`config.mk`:
```
export PLATFORM = sky130hd
export DESIGN_NAME = ntl_prefix_tracker
export DESIGN_NICKNAME = d
export VERILOG_FILES = /design/src/rtl/ntl_pkg.sv /design/src/rtl/ntl_hint_decode.sv /design/src/rtl/ntl_pending.sv /design/src/rtl/ntl_policy_map.sv /design/src/rtl/ntl_prefix_tracker.sv
export SDC_FILE = /design/constraint.sdc
export NUM_CORES = 1
export LEC_CHECK = 0
export ABC_AREA = 1
export BUFFER_PORTS_ARGS = -buffer_cell sky130_fd_sc_hd__buf_2
export CELL_PAD_IN_SITES_DETAIL_PLACEMENT = 2
export CELL_PAD_IN_SITES_GLOBAL_PLACEMENT = 2
export CORE_MARGIN = 2
export CORE_UTILIZATION = 21
export CTS_CLUSTER_SIZE = 25
export DETAILED_ROUTE_END_ITERATION = 16
export PLACE_DENSITY_LB_ADDON = 0.1
export SLEW_MARGIN = 25
export SYNTH_ARGS = -nofsm -noshare
export SYNTH_HDL_FRONTEND = slang
export SYNTH_SLANG_ARGS = --single-unit
```
`constraint.sdc`:
```
create_clock -name clk -period 2.4 [get_ports clk]
set_clock_uncertainty 0.15 [all_clocks]
set_input_delay 0.12 -clock clk [delete_from_list [all_inputs] [get_ports clk]]
set_output_delay 0.12 -clock clk [all_outputs]
set_load 0.03 [all_outputs]
```
`src/rtl/ntl_pkg.sv`:
```
package ntl_pkg;

  typedef enum logic [2:0] {
    MC_NONE     = 3'd0,
    MC_ACCESS   = 3'd1,
    MC_PREFETCH = 3'd2,
    MC_ZERO     = 3'd3,
    MC_MGMT     = 3'd4
  } memclass_e;

  typedef enum logic [1:0] {
    NT_PRIV1   = 2'd0,
    NT_PRIVALL = 2'd1,
    NT_SHARED1 = 2'd2,
    NT_ALL     = 2'd3
  } ntl_e;

  typedef struct packed {
    logic valid;
    ntl_e lvl;
  } hint_t;

  // 32-bit form: ADD x0, x0, x2..x5
  function automatic hint_t match_wide(input logic [31:0] w);
    hint_t r;
    logic [4:0] src;
    logic [4:0] off;
    src = w[24:20];
    off = src - 5'd2;
    r.valid = (w[6:0] == 7'b0110011) && (w[14:12] == 3'b000) &&
              (w[31:25] == 7'd0) && (w[11:7] == 5'd0) &&
              (w[19:15] == 5'd0) && (src >= 5'd2) && (src <= 5'd5);
    r.lvl = ntl_e'(off[1:0]);
    return r;
  endfunction

  // 16-bit form: C.ADD x0, x2..x5
  function automatic hint_t match_narrow(input logic [15:0] h);
    hint_t r;
    logic [4:0] src;
    logic [4:0] off;
    src = h[6:2];
    off = src - 5'd2;
    r.valid = (h[15:12] == 4'b1001) && (h[11:7] == 5'd0) &&
              (h[1:0] == 2'b10) && (src >= 5'd2) && (src <= 5'd5);
    r.lvl = ntl_e'(off[1:0]);
    return r;
  endfunction

  // Number of levels (from the innermost) in which locality is denied.
  function automatic int unsigned deny_depth(input ntl_e l, input int unsigned lvls,
                                             input int unsigned shared_lvl);
    case (l)
      NT_PRIV1:   return 1;
      NT_PRIVALL: return shared_lvl - 1;
      NT_SHARED1: return shared_lvl;
      default:    return lvls;
    endcase
  endfunction

  // Prefetch destination: one level beyond the denied ones; lvls = memory buffer.
  function automatic int unsigned pf_level(input logic hinted, input int unsigned depth,
                                           input int unsigned lvls);
    if (!hinted) return 0;
    return (depth >= lvls) ? lvls : depth;
  endfunction

endpackage

```
`src/rtl/ntl_hint_decode.sv`:
```
module ntl_hint_decode
  import ntl_pkg::*;
(
  input  logic [31:0] instr,
  input  logic        rvc,
  output hint_t       hit
);
  hint_t wide_h;
  hint_t narrow_h;

  always_comb begin
    wide_h   = match_wide(instr);
    narrow_h = match_narrow(instr[15:0]);
    hit      = rvc ? narrow_h : wide_h;
  end
endmodule

```
`src/rtl/ntl_pending.sv`:
```
module ntl_pending
  import ntl_pkg::*;
(
  input  logic  clk,
  input  logic  rst_n,
  input  logic  flush,
  input  logic  load,
  input  ntl_e  load_lvl,
  input  logic  drop,
  output hint_t pend
);
  always_ff @(posedge clk) begin
    if (!rst_n) begin
      pend <= '0;
    end else if (flush) begin
      pend <= '0;
    end else if (load) begin
      pend.valid <= 1'b1;
      pend.lvl   <= load_lvl;
    end else if (drop) begin
      pend <= '0;
    end
  end
endmodule

```
`src/rtl/ntl_policy_map.sv`:
```
module ntl_policy_map
  import ntl_pkg::*;
#(
  parameter int LVLS       = 3,
  parameter int SHARED_LVL = 3,
  localparam int TGT_W     = $clog2(LVLS + 1)
) (
  input  logic             clk,
  input  logic             rst_n,
  input  logic             fire,
  input  logic             is_pf,
  input  hint_t            pend,
  input  logic             lru_mode,
  output logic             pol_valid,
  output logic             pol_prefetch,
  output logic             pol_hinted,
  output logic [1:0]       pol_hint,
  output logic [LVLS-1:0]  pol_alloc,
  output logic [LVLS-1:0]  pol_lru,
  output logic [TGT_W-1:0] pol_pf_tgt
);
  int unsigned       depth;
  int unsigned       tgt_i;
  logic [TGT_W-1:0]  tgt_n;
  logic [LVLS-1:0]   deny;
  logic [LVLS-1:0]   alloc_n;
  logic [LVLS-1:0]   lru_n;
  logic [LVLS-1:0]   pf_oh;

  always_comb begin
    depth = deny_depth(pend.lvl, LVLS, SHARED_LVL);
    tgt_i = pf_level(pend.valid, depth, LVLS);
    tgt_n = tgt_i[TGT_W-1:0];
  end

  for (genvar i = 0; i < LVLS; i++) begin : g_lvl
    assign deny[i]    = pend.valid && (depth > i);
    assign alloc_n[i] = lru_mode | ~deny[i];
    assign lru_n[i]   = lru_mode & deny[i];
    assign pf_oh[i]   = (tgt_n == TGT_W'(i));
  end

  always_ff @(posedge clk) begin
    if (!rst_n || !fire) begin
      pol_valid    <= 1'b0;
      pol_prefetch <= 1'b0;
      pol_hinted   <= 1'b0;
      pol_hint     <= '0;
      pol_alloc    <= '0;
      pol_lru      <= '0;
      pol_pf_tgt   <= '0;
    end else begin
      pol_valid    <= 1'b1;
      pol_prefetch <= is_pf;
      pol_hinted   <= pend.valid;
      pol_hint     <= pend.valid ? pend.lvl : 2'd0;
      pol_alloc    <= is_pf ? pf_oh : alloc_n;
      pol_lru      <= is_pf ? '0 : lru_n;
      pol_pf_tgt   <= is_pf ? tgt_n : '0;
    end
  end
endmodule

```
`src/rtl/ntl_prefix_tracker.sv`:
```
module ntl_prefix_tracker
  import ntl_pkg::*;
#(
  parameter int LVLS       = 3,
  parameter int SHARED_LVL = 3,
  localparam int TGT_W     = $clog2(LVLS + 1)
) (
  input  logic             clk,
  input  logic             rst_n,
  input  logic             lru_mode,
  input  logic             in_valid,
  input  logic [31:0]      in_instr,
  input  logic             in_rvc,
  input  logic [2:0]       in_class,
  input  logic             trap,
  input  logic             irq,
  output logic             pol_valid,
  output logic             pol_prefetch,
  output logic             pol_hinted,
  output logic [1:0]       pol_hint,
  output logic [LVLS-1:0]  pol_alloc,
  output logic [LVLS-1:0]  pol_lru,
  output logic [TGT_W-1:0] pol_pf_tgt
);
  hint_t     dec_hit;
  hint_t     pend;
  memclass_e cls;
  logic      flush;
  logic      slot;
  logic      hint_hit;
  logic      consume;
  logic      plain_ret;
  logic      is_pf;

  assign cls       = memclass_e'(in_class);
  assign flush     = trap | irq;
  assign slot      = in_valid & ~flush;
  assign hint_hit  = slot & dec_hit.valid;
  assign consume   = slot & ~dec_hit.valid &
                     ((cls == MC_ACCESS) | (cls == MC_PREFETCH) | (cls == MC_ZERO));
  assign plain_ret = slot & ~dec_hit.valid & (cls == MC_NONE);
  assign is_pf     = (cls == MC_PREFETCH);

  ntl_hint_decode u_dec (
    .instr (in_instr),
    .rvc   (in_rvc),
    .hit   (dec_hit)
  );

  ntl_pending u_pend (
    .clk      (clk),
    .rst_n    (rst_n),
    .flush    (flush),
    .load     (hint_hit),
    .load_lvl (dec_hit.lvl),
    .drop     (consume | plain_ret),
    .pend     (pend)
  );

  ntl_policy_map #(.LVLS(LVLS), .SHARED_LVL(SHARED_LVL)) u_map (
    .clk          (clk),
    .rst_n        (rst_n),
    .fire         (consume),
    .is_pf        (is_pf),
    .pend         (pend),
    .lru_mode     (lru_mode),
    .pol_valid    (pol_valid),
    .pol_prefetch (pol_prefetch),
    .pol_hinted   (pol_hinted),
    .pol_hint     (pol_hint),
    .pol_alloc    (pol_alloc),
    .pol_lru      (pol_lru),
    .pol_pf_tgt   (pol_pf_tgt)
  );
endmodule

```
==> impl_results.md <==
- TNS Setup: 0 ns
- # rows: 22
- Post-synthesis compound-gate area fraction: 7.587%
- Slowest CP cell: dfxtp_1
- Max-cap violations: 0
- Logic pwr share: about an eighth
- Period minus WS final: around 1.4 ns
- Adder-Cell Fraction of Synth Area: 0%
- Post-CTS Setup Bufs: 0
- Psw: 0.1261 mW
- DIE HEIGHT: 66.66 µm
- Proportion of layout cells with a drive suffix above 1: 37.16%
- Final nets: between 200 and 250
- CP Max Fanout: 4
- Clock transition at the registers of the reported paths: 0.06 ns
- Hold path cells: 3
- Ports: between 50 and 60
- First-pass GRT wire length: 4381 µm
- Post-synthesis simple-gate area fraction: 37.33%
- Post-DP HPWL: 2211 µm
- Synthesized Nets: 166
- Drt first pass iters: 4
- Fmax: 0.7295 GHz
- Detail Route Antenna Nets: 0
- All-Layer GR Usage: 12.68%
- CP Capture Type: flip-flop
- DRT iter0 DRCs: 31
- Yosys warning count: 0
- Vias in the first global route: 1,027
- Cell count after synthesis: about 120
- R2R depth: 4
- Total chip power: 0.5755 mW
- Drt total wl: 2508 µm
- Die Area: 4444 µm²
- H-Tree Depth: 1
- Hold_ws: about 0.063 ns
- Vias per cell: approximately 4.2
- Synth cell types: 20
- Required time of the critical path: 2.41 ns
- Largest net degree at the start of global routing: 10
- Inserted Clock Buffers: 3
- Seq pwr share: 46.3%
- Pins over their slew limit: 0
- Routability Congestion: about 0.70
- Multiplexer share of the synthesized area: 2.580%
- Cts repair resizes: 0
- Sw Ratio: 21.91%
- Status: complete, no violations
- Static leakage: 0.6399 nW
- Min-delay worst type: input pin to flip-flop
- CTS Buffer Depth: 2
- Final setup viols: 0
- Power Internal: 0.4494 mW
- Ant. Diodes: 0
- CTS Sinks: 16
- Synthesis-stage register bit count: 16
- Global route total overflow: 0
- Wire per inst: approximately 11 µm
- DRC: 0
- Clock Power Share: ~41%
- Core footprint: 3716 µm²
- Critical Path AT: 1.38 ns
- RSZ-0062 raised after global routing: false
- Startpoint Class: flip-flop
- Main combinational cell family by area after synthesis: simple AND/OR/NAND/NOR gates
- Initial antenna violation count: 0
- Worst VDD drop: about 230 µV
- Slew margin rel.: between 70% and 80%
- Critical Path Max Stage Delay: 0.39 ns
- Post-Syn Area per Cell: between 6 and 7 µm²
- Fin. Hold Viols: 0
- Die X: 66.66 µm
- Worst Path Class, Setup: flip-flop to flip-flop
- CTS Root Cell: clkbuf_8
- Worst slew pin tran: roughly 0.4 ns
- Cell area after synthesis: roughly 820 µm²
- Port buffer count: 54
- CTS tree: built
- CP cell instances: inv_1, o21ai_0, nor2_1, a211oi_1
- Clk_lat worst skew: 0.24 ns
- Crit share post-route: 57.12%
- Xor and xnor fraction of the mapped netlist area: 0%
- Cell Pwr Density: 471.8 nW/µm²
- Via Count: 976
- Register area share after synthesis: 38.85%
- Starting Density: 22.19%
- Area Growth Syn to Fin: 47.95%
==> registers in the layout (all words and copies together) (netlist names) <==
register,count
u_map.pol_pf_tgt,2
u_pend.pend,3
u_map.pol_lru,3
u_map.pol_prefetch,1
u_map.pol_hint,2
u_map.pol_hinted,1
u_map.pol_valid,1
u_map.pol_alloc,3
==> cell usage after synthesis, drive strengths merged <==
cell type / n / area, µm²
a211oi: 1 / 7.510
nor3: 2 / 10.01
inv: 30 / 112.6
nand2: 27 / 113.9
nor2: 22 / 100.1
or2: 2 / 12.52
o21ai: 4 / 20.02
nor3b: 1 / 18.77
mux2: 1 / 11.26
nand3: 8 / 40.04
nand4: 2 / 12.51
a21oi: 7 / 35.03
mux2i: 1 / 10.01
dfxtp: 16 / 320.3
==> repair_timing <==
item,in CTS,in global routing
hold buffers,1,0
setup endpoints to repair,0,0
endpoints found under the hold margin,1,0
==> through the flow <==
| stage | instances | util (%) | instance area (µm²) | setup WS (ns) |
|---|---|---|---|---|
| 3_5_place_dp | 226 | 31.08 | 1155 | 0.9695 |
| 2_1_floorplan | 124 | - | 824.5 | 1.256 |
| 4_1_cts | 231 | 32.83 | 1220 | 1.013 |
| 6_report | 231 | 32.83 | 1220 | 1.029 |
| 3_3_place_gp | 226 | 31.08 | 1155 | 0.9961 |
| 5_1_grt | 231 | 32.83 | 1220 | 0.8762 |
==> final cells by class <==
| class | instances | area, µm² |
|---|---|---|
| timing repair buffer | 55 | 280.3 |
| clock buffer | 4 | 55.05 |
| sequential | 16 | 320.3 |
| multi-input combinational | 78 | 391.6 |
| inverter | 30 | 112.6 |
| tap | 48 | 60.06 |
| fill | 480 | 2496 |
==> worst paths after layout <==
| kind | from | to | slack (ns) |
|---|---|---|---|
| max reg2reg | u_pend.pend[2] | u_map.pol_alloc[1] | 1.03 |
| max | u_pend.pend[2] | u_map.pol_alloc[1] | 1.03 |
| min reg2reg | u_pend.pend[0] | u_map.pol_hint[0] | 0.36 |
| min | rst_n | u_pend.pend[2] | 0.06 |
==> routing by layer <==
layer	up-vias	track usage, %	wire, µm
li1	492	-	-
met1	449	14.77	1022
met3	4	2.534	163
met2	31	23.13	1294
met4	0	3.827	27
met5	-	0	0
==> power groups by stage <==
stage / sequential (mW) / clock, mW / combinational, mW
6_report: 0.267 / 0.235 / 0.0742
5_1_grt: 0.267 / 0.259 / 0.0860
4_1_cts: 0.267 / 0.239 / 0.0764
3_5_place_dp: 0.273 / 0 / 0.0747
3_3_place_gp: 0.273 / 0 / 0.0707
2_1_floorplan: 0.275 / 0 / 0.0271
==> placed cells by master (no fill, tap or decap) <==
cell type,n
or2_1,1
nor3_1,2
nor3b_4,1
nand2_2,2
nor2_1,19
a211oi_1,1
nand2_4,1
nor2_4,2
mux2_2,1
inv_1,28
nor2_2,1
o21ai_0,4
nand3_1,8
dlygate4sd3_1,1
nand2_1,24
mux2i_1,1
nand4_1,2
dfxtp_1,16
buf_2,54
a21oi_1,7
clkbuf_8,4
inv_2,2
or2_0,1
==> worst max-delay path, delay by kind of cell, from the launching register on <==
family	cells	cell delay [ns]
buf+inv	1	0.11
compound gates	2	0.52
flops	1	0.39
simple gates	1	0.11
==> cell families (layout without fill, tap and decap cells) <==
group,Yosys count,in the layout
AOI/OAI and AO/OA,12,12
buffers and inverters,30,89
DFF,16,16
and+or+nand+nor,64,64
muxes,2,2
No activity file was read; power rests on OpenSTA's default activity.
